**config.mk**
```make
export PLATFORM = sky130hd
export DESIGN_NAME = sweep_lock_ctrl
export DESIGN_NICKNAME = d
export VERILOG_FILES = /design/src/rtl/sweep_lock_pkg.sv /design/src/rtl/rail_monitor.sv /design/src/rtl/sweep_engine.sv /design/src/rtl/lock_report.sv /design/src/rtl/sweep_lock_ctrl.sv
export SDC_FILE = /design/constraint.sdc
export NUM_CORES = 1
export LEC_CHECK = 0
export BUFFER_PORTS_ARGS = -buffer_cell sky130_fd_sc_hd__buf_4
export CAP_MARGIN = 20
export CORE_ASPECT_RATIO = 1.75
export CORE_MARGIN = 4
export CORE_UTILIZATION = 48
export CTS_CLUSTER_DIAMETER = 30
export DETAILED_ROUTE_END_ITERATION = 6
export PLACE_DENSITY = 0.86
export SLEW_MARGIN = 10
export SYNTH_ARGS = -nofsm -noshare
export SYNTH_HDL_FRONTEND = slang
export SYNTH_SLANG_ARGS = --single-unit
```
**constraint.sdc**
```tcl
create_clock -name clk -period 1.8 [get_ports clk]
set_input_delay 0.09 -clock clk [delete_from_list [all_inputs] [get_ports clk]]
set_output_delay 0.09 -clock clk [all_outputs]
set_load 0.1 [all_outputs]
```
**src/rtl/sweep_lock_pkg.sv**
```systemverilog
package sweep_lock_pkg;

  typedef enum logic {
    DIR_DOWN = 1'b0,
    DIR_UP   = 1'b1
  } sweep_dir_e;

  // Rail index used by the generate loop over the two band monitors
  localparam int RAIL_LO = 0;
  localparam int RAIL_HI = 1;
  localparam int NUM_RAILS = 2;

endpackage

```
**src/rtl/rail_monitor.sv**
```systemverilog
module rail_monitor #(
  parameter int INT_W      = 16,
  parameter int SAT_CYCLES = 256,
  parameter int IS_HIGH    = 1
) (
  input  logic                    clk,
  input  logic                    rst_n,
  input  logic signed [INT_W-1:0] value,
  output logic                    in_band,
  output logic                    saturated
);
  localparam int MAXV   = (1 << (INT_W-1)) - 1;
  localparam int MARGIN = MAXV / 100;
  localparam int HI_T   = MAXV - MARGIN;
  localparam int LO_T   = -MAXV - 1 + MARGIN;
  localparam int CNT_W  = $clog2(SAT_CYCLES + 1);
  localparam logic [CNT_W-1:0] RUN_FULL = CNT_W'(SAT_CYCLES);
  localparam logic [CNT_W-1:0] RUN_LAST = CNT_W'(SAT_CYCLES - 1);

  logic [CNT_W-1:0] run_q;

  generate
    if (IS_HIGH != 0) begin : g_hi
      assign in_band = (int'(value) >= HI_T);
    end else begin : g_lo
      assign in_band = (int'(value) <= LO_T);
    end
  endgenerate

  // Consecutive-sample run; saturated once the run reaches SAT_CYCLES
  always_ff @(posedge clk or negedge rst_n) begin
    if (!rst_n) begin
      run_q     <= '0;
      saturated <= 1'b0;
    end else if (!in_band) begin
      run_q     <= '0;
      saturated <= 1'b0;
    end else begin
      if (run_q != RUN_FULL) run_q <= run_q + 1'b1;
      if (run_q >= RUN_LAST) saturated <= 1'b1;
    end
  end
endmodule

```
**src/rtl/sweep_engine.sv**
```systemverilog
module sweep_engine
  import sweep_lock_pkg::*;
#(
  parameter int STEP_W = 8,
  parameter int HOLD_W = 8
) (
  input  logic                    clk,
  input  logic                    rst_n,
  input  logic                    phase_lock,
  input  logic                    band_hi,
  input  logic                    band_lo,
  input  logic [STEP_W-1:0]       cfg_step,
  input  logic [HOLD_W-1:0]       cfg_holdoff,
  output logic signed [STEP_W:0]  sweep_inc
);
  sweep_dir_e        dir_q;
  logic              parked_q;
  logic [HOLD_W-1:0] low_run_q;
  logic              active;
  logic signed [STEP_W:0] mag;

  // Direction follows the rail it is heading for
  always_ff @(posedge clk or negedge rst_n) begin
    if (!rst_n) begin
      dir_q <= DIR_UP;
    end else if (dir_q == DIR_UP && band_hi) begin
      dir_q <= DIR_DOWN;
    end else if (dir_q == DIR_DOWN && band_lo) begin
      dir_q <= DIR_UP;
    end
  end

  // Parked after a lock; released after cfg_holdoff+1 low samples
  always_ff @(posedge clk or negedge rst_n) begin
    if (!rst_n) begin
      parked_q  <= 1'b0;
      low_run_q <= '0;
    end else if (phase_lock) begin
      parked_q  <= 1'b1;
      low_run_q <= '0;
    end else if (parked_q) begin
      if (low_run_q >= cfg_holdoff) begin
        parked_q  <= 1'b0;
        low_run_q <= '0;
      end else begin
        low_run_q <= low_run_q + 1'b1;
      end
    end
  end

  always_comb begin
    active = !parked_q && !phase_lock;
    mag    = $signed({1'b0, cfg_step});
    if (!active)              sweep_inc = '0;
    else if (dir_q == DIR_UP) sweep_inc = mag;
    else                      sweep_inc = -mag;
  end
endmodule

```
**src/rtl/lock_report.sv**
```systemverilog
module lock_report (
  input  logic sat_hi,
  input  logic sat_lo,
  input  logic carrier_det,
  input  logic phase_lock,
  output logic data_present,
  output logic lock_out
);
  always_comb begin
    data_present = carrier_det && !(sat_hi || sat_lo);
    lock_out     = data_present && phase_lock;
  end
endmodule

```
**src/rtl/sweep_lock_ctrl.sv**
```systemverilog
module sweep_lock_ctrl
  import sweep_lock_pkg::*;
#(
  parameter int INT_W      = 16,
  parameter int STEP_W     = 8,
  parameter int HOLD_W     = 8,
  parameter int SAT_CYCLES = 256
) (
  input  logic                    clk,
  input  logic                    rst_n,
  input  logic signed [INT_W-1:0] integ_val,
  input  logic                    phase_lock,
  input  logic                    carrier_det,
  input  logic [STEP_W-1:0]       cfg_step,
  input  logic [HOLD_W-1:0]       cfg_holdoff,
  output logic signed [STEP_W:0]  sweep_inc,
  output logic                    data_present,
  output logic                    lock_out
);
  logic [NUM_RAILS-1:0] band;
  logic [NUM_RAILS-1:0] sat;

  generate
    for (genvar g = 0; g < NUM_RAILS; g++) begin : g_rail
      rail_monitor #(
        .INT_W     (INT_W),
        .SAT_CYCLES(SAT_CYCLES),
        .IS_HIGH   ((g == RAIL_HI) ? 1 : 0)
      ) u_mon (
        .clk      (clk),
        .rst_n    (rst_n),
        .value    (integ_val),
        .in_band  (band[g]),
        .saturated(sat[g])
      );
    end
  endgenerate

  sweep_engine #(
    .STEP_W(STEP_W),
    .HOLD_W(HOLD_W)
  ) u_sweep (
    .clk        (clk),
    .rst_n      (rst_n),
    .phase_lock (phase_lock),
    .band_hi    (band[RAIL_HI]),
    .band_lo    (band[RAIL_LO]),
    .cfg_step   (cfg_step),
    .cfg_holdoff(cfg_holdoff),
    .sweep_inc  (sweep_inc)
  );

  lock_report u_report (
    .sat_hi      (sat[RAIL_HI]),
    .sat_lo      (sat[RAIL_LO]),
    .carrier_det (carrier_det),
    .phase_lock  (phase_lock),
    .data_present(data_present),
    .lock_out    (lock_out)
  );
endmodule

```
After elaboration in Yosys (flattened, before gate mapping)
Cells that the tools add are included.
Widths: inputs -> output; s select.

storage, ports and cells
  flip-flop bits (word level) = 30
  bits of input ports = 36

cells by class
  $add $sub $neg = 4
  order comparisons = 5
  equality and inequality tests = 6
  muxes and demuxes = 18
  bitwise logic cells = 1
  reduce and logical (&&, ||, !) cells = 11

operator list
  kind                  count
  $mux 9                6
  $mux 8                3
  $add 9x1->9 const B   2
  $ge 9x8->1 const B    2
  $ne 9x9->1 const B    2
  $ge 16x16->1 const B  1
  $le 16x16->1 const B  1
  $mux 1                9
  $neg 8->9             1
  $add 8x1->8 const B   1
  $ge 8x8->1            1
  $ne 2x2->1 const B    4
  $logic_and 1x1->1     5
  $reduce_bool 2->1     2
  $logic_not 1->1       3
  $logic_or 1x1->1      1
  $not 1->1             1

Depth between registers and ports, before layout
Gate-level depths: netlist (run 1).

  depth in word-level cells = 4
  gate-level depth with buffers = 8
  gate-level depth less buffers = 7

Cells and area by module
From an unflattened synthesis (run 1), not the netlist that was laid out.

second synthesis, totals
  cells, all modules = 245
  area, all modules = 2125.8 um^2

modules (own cells, without submodules)
  module                           instances  cells each  area an instance (um^2)
  sweep_engine                     1          114         908.4
  rail_monitor at g_rail[1].u_mon  1          64          600.6
  rail_monitor at g_rail[0].u_mon  1          65          596.8
  lock_report                      1          2           20.0

Worst setup path after synthesis (run 1)
Ideal clock, no wire load.

  kind = reg-to-output
  start point = register g_rail[0].u_mon.saturated
  end point = output lock_out
  arrival time = 3.581 ns
  data required time = 1.710 ns
  path slack = -1.871 ns
  stages on the path, launching flop included = 3
  path buffers = 0
  path through = dfrtp_1 -> nor3b_1 -> and2_1

on the way
  cells in the longest elaborated chain, start to end = 4

RTL lines
  item                      RTL line               RTL
  start: declaration        rail_monitor.sv:10     output logic saturated
  start signal: assignment  rail_monitor.sv:34     saturated <= 1'b0;
  start signal: assignment  rail_monitor.sv:37     saturated <= 1'b0;
  start signal: assignment  rail_monitor.sv:40     if (run_q >= RUN_LAST) saturated <= 1'b1;
  $logic_or 1x1->1          lock_report.sv:10      data_present = carrier_det && !(sat_hi || sat_lo);
  $logic_not 1->1           lock_report.sv:10
  $logic_and 1x1->1         lock_report.sv:10
  via data_present          sweep_lock_ctrl.sv:17  output logic data_present,
  $logic_and 1x1->1         lock_report.sv:11      lock_out = data_present && phase_lock;
  end: declaration          sweep_lock_ctrl.sv:18  output logic lock_out

The timed path passes the listed nets, and every way through them passes these cells.

Final worst setup path (run 1)
  start point = register u_sweep.low_run_q[5]
  end point = register u_sweep.low_run_q[2]

on the way
  cells in the longest elaborated chain, start to end = 4

RTL lines
  item                      RTL line            RTL
  start: declaration        sweep_engine.sv:18  logic [HOLD_W-1:0] low_run_q;
  start signal: assignment  sweep_engine.sv:46  low_run_q <= low_run_q + 1'b1;
  $ge 8x8->1                sweep_engine.sv:42  if (low_run_q >= cfg_holdoff) begin
  $mux 8                    sweep_engine.sv:42
  $mux 8                    sweep_engine.sv:41  end else if (parked_q) begin
  $mux 8                    sweep_engine.sv:38  end else if (phase_lock) begin

No other way between the ends. The select of a mux whose other input is x is not followed.
A chain may end at the register's enable or synchronous reset.

==> metrics, run 1 <==
final layout net count 335; CP Capture Type flop; Vias 1826; Netlist cell types 40; TritonCTS buffer count 5; drt wl/cell 14.91 µm; H-tree Lvls 2; drt drc 0; WP data arrival 2.16 ns; launching element type of the critical path flop; worst-margin pin slew 0.4426 ns; layout cells sized above 1 33.92%; clk_skew 0.004969 ns; sequential cell area 752.0 µm²; failing checks negative setup slack; Core Footprint 3904 µm²; Setup violations, final 9; Setup TNS -0.5390 ns; Max IR drop VDD 0.0005238 V; Site Rows 30; CTS tree built; Synth Register Bits 30; Starting Density 50.29%; fin. max-slew vios 0; Mapped Nets 274; antenna-violating nets left 0; vias per cell 5.517; Synth Instances 222; Max Freq 0.5162 GHz; full die area 5218 µm²; Overflow after GRT 0; diodes inserted 0; CP Max Fanout 5; Synth warnings 0; sequential share of the synthesized area 38.30%; # fillers 277; largest cells by area after synthesis dfrtp_1 37%, ha_1 10%, nor2_1 5.5%; Placed Area 2499 µm²; CTS sink count 30; Post-Layout Cell Count 331; outcome finished, violations left; Final WS setup -0.1372 ns; first-pass GRT wire length 8031 µm; Setup CP Type reg2reg; Multi-input gate area 1360 µm²; Clk Latency, worst-skew pair 0.28 ns; IO buf count 43; synth-to-layout area growth 41.17%; number of global-route vias before repair 1839; Ports 47; Syn Area/Cell 8.843 µm²; RSZ-0062 raised after global routing true; maxcap violations 0; share of the synthesized area in the top cell type 36.97%; Placed Cells 317; HPWL reported at the end of detailed placement 3334 µm; Req. time, crit path 2.02 ns; die width 56.35 µm; GPL Wtd Cong 0.8058; Yosys top cell by area dfrtp_1; Hold Path Class in2reg; post-route cell area 2771 µm²; Detailed Route Iter0 Violations 58; WHS 0.1637 ns; fin crit period 1.937 ns; max_slew headroom 70.22%; CTS clk-pin slew, worst paths 0.07 ns; P_leak 1.252 nW; Place WS -0.2281 ns; PD cells 548.9 nW/µm²; clock tree buffer depth 2; CTS root buf clkbuf_8; Tcrit/Tclk final 107.6%; antenna violations before repair 0; Synth Cell Area 1963 µm²; final wirelength 4935 µm; Fin. Hold Viols 0; DRT Pass-1 Iters 4; largest net degree at the start of global routing 31; Die H 92.60 µm; Tot GR Track Use 19.76%
==> per-layer routing <==
metal  global-route usage [%]  vias up  wire length (µm)
met3                    4.742       15               179
li1                         -      909                 -
met5                        0        -                 0
met4                    10.89        0               159
met1                    19.22      861              1783
met2                    37.01       41              2812
==> path summary, 6_finish.rpt <==
check / slack, ns / cells past startpoint / from / end
worst min register to register: 0.51 / 2 / g_rail[1].u_mon.run_q[8] / g_rail[1].u_mon.saturated
worst max register to register: -0.14 / 7 / u_sweep.low_run_q[5] / u_sweep.low_run_q[2]
worst max-delay path: -0.14 / 7 / u_sweep.low_run_q[5] / u_sweep.low_run_q[2]
min in group asynchronous: 0.28 / 2 / rst_n / g_rail[0].u_mon.run_q[6]
max in group asynchronous: 1.20 / 2 / rst_n / u_sweep.dir_q
worst min-delay path: 0.16 / 2 / phase_lock / u_sweep.low_run_q[0]
==> sequential cells by signal (all words and copies together) (netlist names) <==
| signal | count |
|---|---|
| g_rail.u_mon.run_q | 18 |
| g_rail.u_mon.saturated | 2 |
| u_sweep.dir_q | 1 |
| u_sweep.low_run_q | 8 |
| u_sweep.parked_q | 1 |
==> synthesized netlist by cell type <==
| cell | count |
|---|---|
| a31oi_1 | 1 |
| o311ai_0 | 1 |
| nand4_1 | 1 |
| or2_2 | 2 |
| mux2i_1 | 2 |
| and2_1 | 1 |
| mux2_2 | 1 |
| clkbuf_1 | 5 |
| or2b_1 | 2 |
| nand3b_1 | 2 |
| nor3_1 | 3 |
| ha_1 | 16 |
| a31o_2 | 1 |
| o21a_1 | 1 |
| nor4_1 | 5 |
| xor2_1 | 6 |
| nand2_1 | 14 |
| o2111ai_2 | 1 |
| inv_1 | 18 |
| and4_1 | 1 |
| nand3_1 | 12 |
| a211o_1 | 2 |
| o211ai_1 | 1 |
| nor4b_1 | 6 |
| o21ai_0 | 8 |
| o31ai_1 | 4 |
| nor3b_1 | 4 |
| a21o_1 | 4 |
| a211oi_1 | 1 |
| or3_1 | 6 |
| dfrtp_1 | 29 |
| a21oi_1 | 13 |
| nand2b_1 | 1 |
| buf_6 | 1 |
| nor2_1 | 29 |
| a22o_1 | 2 |
| xnor2_1 | 8 |
| dfstp_2 | 1 |
| and3_1 | 5 |
| o31a_1 | 1 |
==> report_power, final <==
| group | switching, mW | internal (mW) |
|---|---|---|
| clock | 0.250 | 0.259 |
| combinational | 0.159 | 0.145 |
| sequential | 0.0196 | 0.689 |
==> layout by cell type (no fill, tap or decap), drive strengths merged, types with 3 or more instances in the layout <==
cell type and n:
nor2 29, nor4 5, dfrtp 29, or3 6, o21ai 8, nor3 3, clkbuf 5, xor2 6
xnor2 8, a21o 4, and3 5, buf 58, nand2 14, nand3 12, a21oi 13, ha 16
o31ai 4, inv 18, nor4b 6, nor3b 4
==> metrics by stage <==
step | power, mW | utilization, %
floorplan | 0.8578 | -
global placement | 0.9592 | 64.01
detailed placement | 0.9694 | 64.01
CTS | 1.517 | 69.46
global route | 1.591 | 70.99
finish | 1.521 | 70.99
==> area by class of cell <==
class | count | area share [%]
Inverter | 18 | 2.438
Multi-Input combinational cell | 169 | 49.07
Clock buffer | 5 | 2.483
Sequential cell | 30 | 27.13
Tap cell | 48 | 2.167
Timing Repair Buffer | 59 | 16.34
Clock inverter | 2 | 0.3612
==> repair_timing <==
| action | 4_1_cts | 5_1_grt |
|---|---|---|
| setup endpoints to repair | 13 | 9 |
| gates cloned | 1 | 0 |
| endpoints found under the hold margin | 29 | 0 |
| setup buffers | 2 | 3 |
| hold buffers | 1 | 0 |
| pin swaps | 10 | 6 |
| gates resized for setup | 14 | 7 |
==> worst max-delay path: stages (launching register included) <==
cell and delay [ns]:
dfrtp_1 0.41, ha_4 0.25, a211o_1 0.27, o211ai_1 0.19, buf_4 0.19, o2111ai_4 0.15, nor4b_2 0.28, a21o_1 0.13
==> cells by family after synthesis <==
family          after synthesis  synth area share (%)
fa+ha+maj                    16                 10.20
flops                        30                 38.31
buf+inv                      24                 4.971
xor+xnor                     14                 6.246
compound gates               41                 13.77
mux                           3                 1.593
simple gates                 94                 24.92
Power figures use the tool's default switching activity.
==> run 2, diff against run 1 <==
--- a/config.mk
+++ b/config.mk
@@ -13,6 +13,7 @@
 export CTS_CLUSTER_DIAMETER = 30
 export DETAILED_ROUTE_END_ITERATION = 6
 export PLACE_DENSITY = 0.86
+export RECOVER_POWER = 25
 export SLEW_MARGIN = 10
 export SYNTH_ARGS = -nofsm -noshare
 export SYNTH_HDL_FRONTEND = slang
==> metrics, run 2 (same netlist as run 1, synthesis figures left out) <==
FF-to-FF End u_sweep.low_run_q[2] (unchanged); end point of the critical path u_sweep.low_run_q[2] (unchanged); Die H 92.60 µm (unchanged); GR peak layer met2 (unchanged); CP Max Fanout 5 (unchanged); Clk Latency, worst-skew pair 0.28 ns (about the same); worst-path cell chain ha_4 > a211o_1 > o211ai_1 > buf_4 > o2111ai_4 > nor4b_2 > a21o_1 (unchanged); reg2reg setup slack -0.14 ns (about the same); diodes inserted 0 (unchanged); antenna violations before repair 0 (unchanged); launching element type of the critical path flop (unchanged); met3 Usage GRT 4.742% (unchanged); P_leak 1.252 nW (about the same); most common cell after layout, fill and taps aside buf_4 (unchanged); Hold Path Class in2reg (unchanged); CTS tree built (unchanged); post-route cell area 2769 µm² (was 2771 µm²); Detailed Route Iter0 Violations 58 (unchanged); CTS sink count 30 (unchanged); Overflow after GRT 0 (unchanged); CTS clk-pin slew, worst paths 0.07 ns (about the same); vias per cell 5.520 (was 5.517); Max IR drop VDD 0.0005218 V (was 0.0005238 V); Core Footprint 3904 µm² (unchanged); synth-to-layout area growth 41.05% (was 41.17%); RSZ-0062 raised after global routing true (unchanged); Tcrit/Tclk final 107.6% (about the same); Placed Area 2499 µm² (unchanged); Ports 47 (unchanged); max reg flops 18 (unchanged); met2 Usage GRT 37.01% (unchanged); clk_skew 0.004899 ns (was 0.004969 ns); drt drc 0 (unchanged); Vias 1827 (was 1826); PD cells 548.9 nW/µm² (about the same); final wirelength 4929 µm (was 4935 µm); CTS root buf clkbuf_8 (unchanged); layout cells sized above 1 33.92% (unchanged); Req. time, crit path 2.02 ns (about the same); first-pass GRT wire length 8031 µm (unchanged); Final WS setup -0.1372 ns (about the same); DRT Pass-1 Iters 4 (unchanged); Reg2Reg Depth 7 (unchanged); failing checks negative setup slack (unchanged); Tot GR Track Use 19.76% (unchanged); Fin. Hold Viols 0 (unchanged); sw frac 28.18% (was 28.19%); Comb pwr share 20.0% (about the same); clock tree buffer depth 2 (unchanged); antenna-violating nets left 0 (unchanged); most frequent cells in the layout 55 x buf_4, 29 x dfrtp_1, 23 x nor2_1 (was 56 x buf_4, 29 x dfrtp_1, 23 x nor2_1); CP Capture Type flop (unchanged); grt met1 use 19.22% (unchanged); maxcap violations 0 (unchanged); worst r2r src u_sweep.low_run_q[5] (unchanged); IO buf count 43 (unchanged); max_slew headroom 50.81% (was 70.22%); # fillers 278 (was 277); number of global-route vias before repair 1839 (unchanged); Largest regs g_rail.u_mon.run_q (18), u_sweep.low_run_q (8), g_rail.u_mon.saturated (2) (unchanged); fin. max-slew vios 0 (unchanged); final layout net count 335 (unchanged); Setup violations, final 9 (unchanged); full die area 5218 µm² (unchanged); GPL Wtd Cong 0.8058 (unchanged); largest net degree at the start of global routing 31 (unchanged); die width 56.35 µm (unchanged); fin crit period 1.937 ns (about the same); Setup CP Type reg2reg (unchanged); outcome finished, violations left (unchanged); Switch Pwr 0.4282 mW (was 0.4289 mW); critical path's slowest cell dfrtp_1 (unchanged); drt wl/cell 14.89 µm (was 14.91 µm); H-tree Lvls 2 (unchanged); WP data arrival 2.16 ns (about the same); Site Rows 30 (unchanged); max incr delay on CP 0.41 ns (about the same); WHS 0.1638 ns (was 0.1637 ns); TritonCTS buffer count 5 (unchanged); HPWL reported at the end of detailed placement 3334 µm (unchanged); Starting Density 50.29% (unchanged); register share of total power 46.6% (about the same); total power 1.520 mW (was 1.521 mW); Max Freq 0.5162 GHz (about the same); Pint 1.092 mW (about the same); Clock power frac 33.5% (about the same); most flop-heavy register g_rail.u_mon.run_q (unchanged); crit path from u_sweep.low_run_q[5] (unchanged); worst-margin pin slew 0.7379 ns (was 0.4426 ns)
-- run 2: timing repair --
action	4_1_cts	5_1_grt
cloned	1	0
setup buffers	2	3
hold buffers	1	0
pin swaps	10	6
setup endpoints to repair	13	9
gates resized for setup	14	7
endpoints found under the hold margin	29	0
-- run 2: layout make-up --
cell class	count	area, µm²	share of cell area (%)
Multi-Input combinational cell	169	1360	49.12
Clock buffer	5	68.82	2.485
Timing Repair Buffer	59	450.4	16.27
Sequential cell	30	752.0	27.16
Tap cell	48	60.06	2.169
Clock inverter	2	10.01	0.3615
Inverter	18	67.56	2.440
-- run 2: metal layers --
metal	vias up	part of all wire, %
met5	-	0
met4	0	3.2
met3	15	3.6
met2	41	57
met1	862	36
li1	909	-
-- run 2: metrics by stage --
step	instances	setup WS (ns)	setup TNS, ns	utilization [%]
2_1_floorplan	222	-0.1742	-0.2452	-
3_3_place_gp	317	-0.1951	-1.250	64.01
3_5_place_dp	317	-0.2281	-1.723	64.01
4_1_cts	328	-0.08323	-0.2577	69.46
5_1_grt	331	-0.2000	-1.324	70.93
6_report	331	-0.1372	-0.5387	70.93
-- run 2: worst min path at each step --
| stage | from | end | slack, ns | cells past startpoint |
|---|---|---|---|---|
| finish | phase_lock | u_sweep.low_run_q[0] | 0.16 | 2 |
| detailed placement | rst_n | g_rail[0].u_mon.run_q[5] | 0.04 | 1 |
| floorplan | rst_n | g_rail[0].u_mon.run_q[0] | -0.21 | 0 |
| global placement | rst_n | g_rail[0].u_mon.run_q[5] | 0.04 | 1 |
| CTS | phase_lock | u_sweep.low_run_q[0] | 0.13 | 2 |
| global route | phase_lock | u_sweep.low_run_q[0] | 0.16 | 2 |
-- run 2: critical path: cells and delay by family (launching register included) --
kind / cells / cell delay [ns]
AOI/OAI and AO/OA: 4 / 0.74
adders and majority gates: 1 / 0.25
and+or+nand+nor: 1 / 0.28
buffers and inverters: 1 / 0.19
DFF: 1 / 0.41
-- run 2: power by group through the flow --
| stage | sequential, mW | combinational (mW) | clock [mW] |
|---|---|---|---|
| after global routing | 0.710 | 0.329 | 0.551 |
| after CTS | 0.708 | 0.287 | 0.523 |
| final | 0.708 | 0.303 | 0.508 |
| after floorplan | 0.709 | 0.149 | 0 |
| after detailed placement | 0.719 | 0.250 | 0 |
| after global placement | 0.718 | 0.242 | 0 |
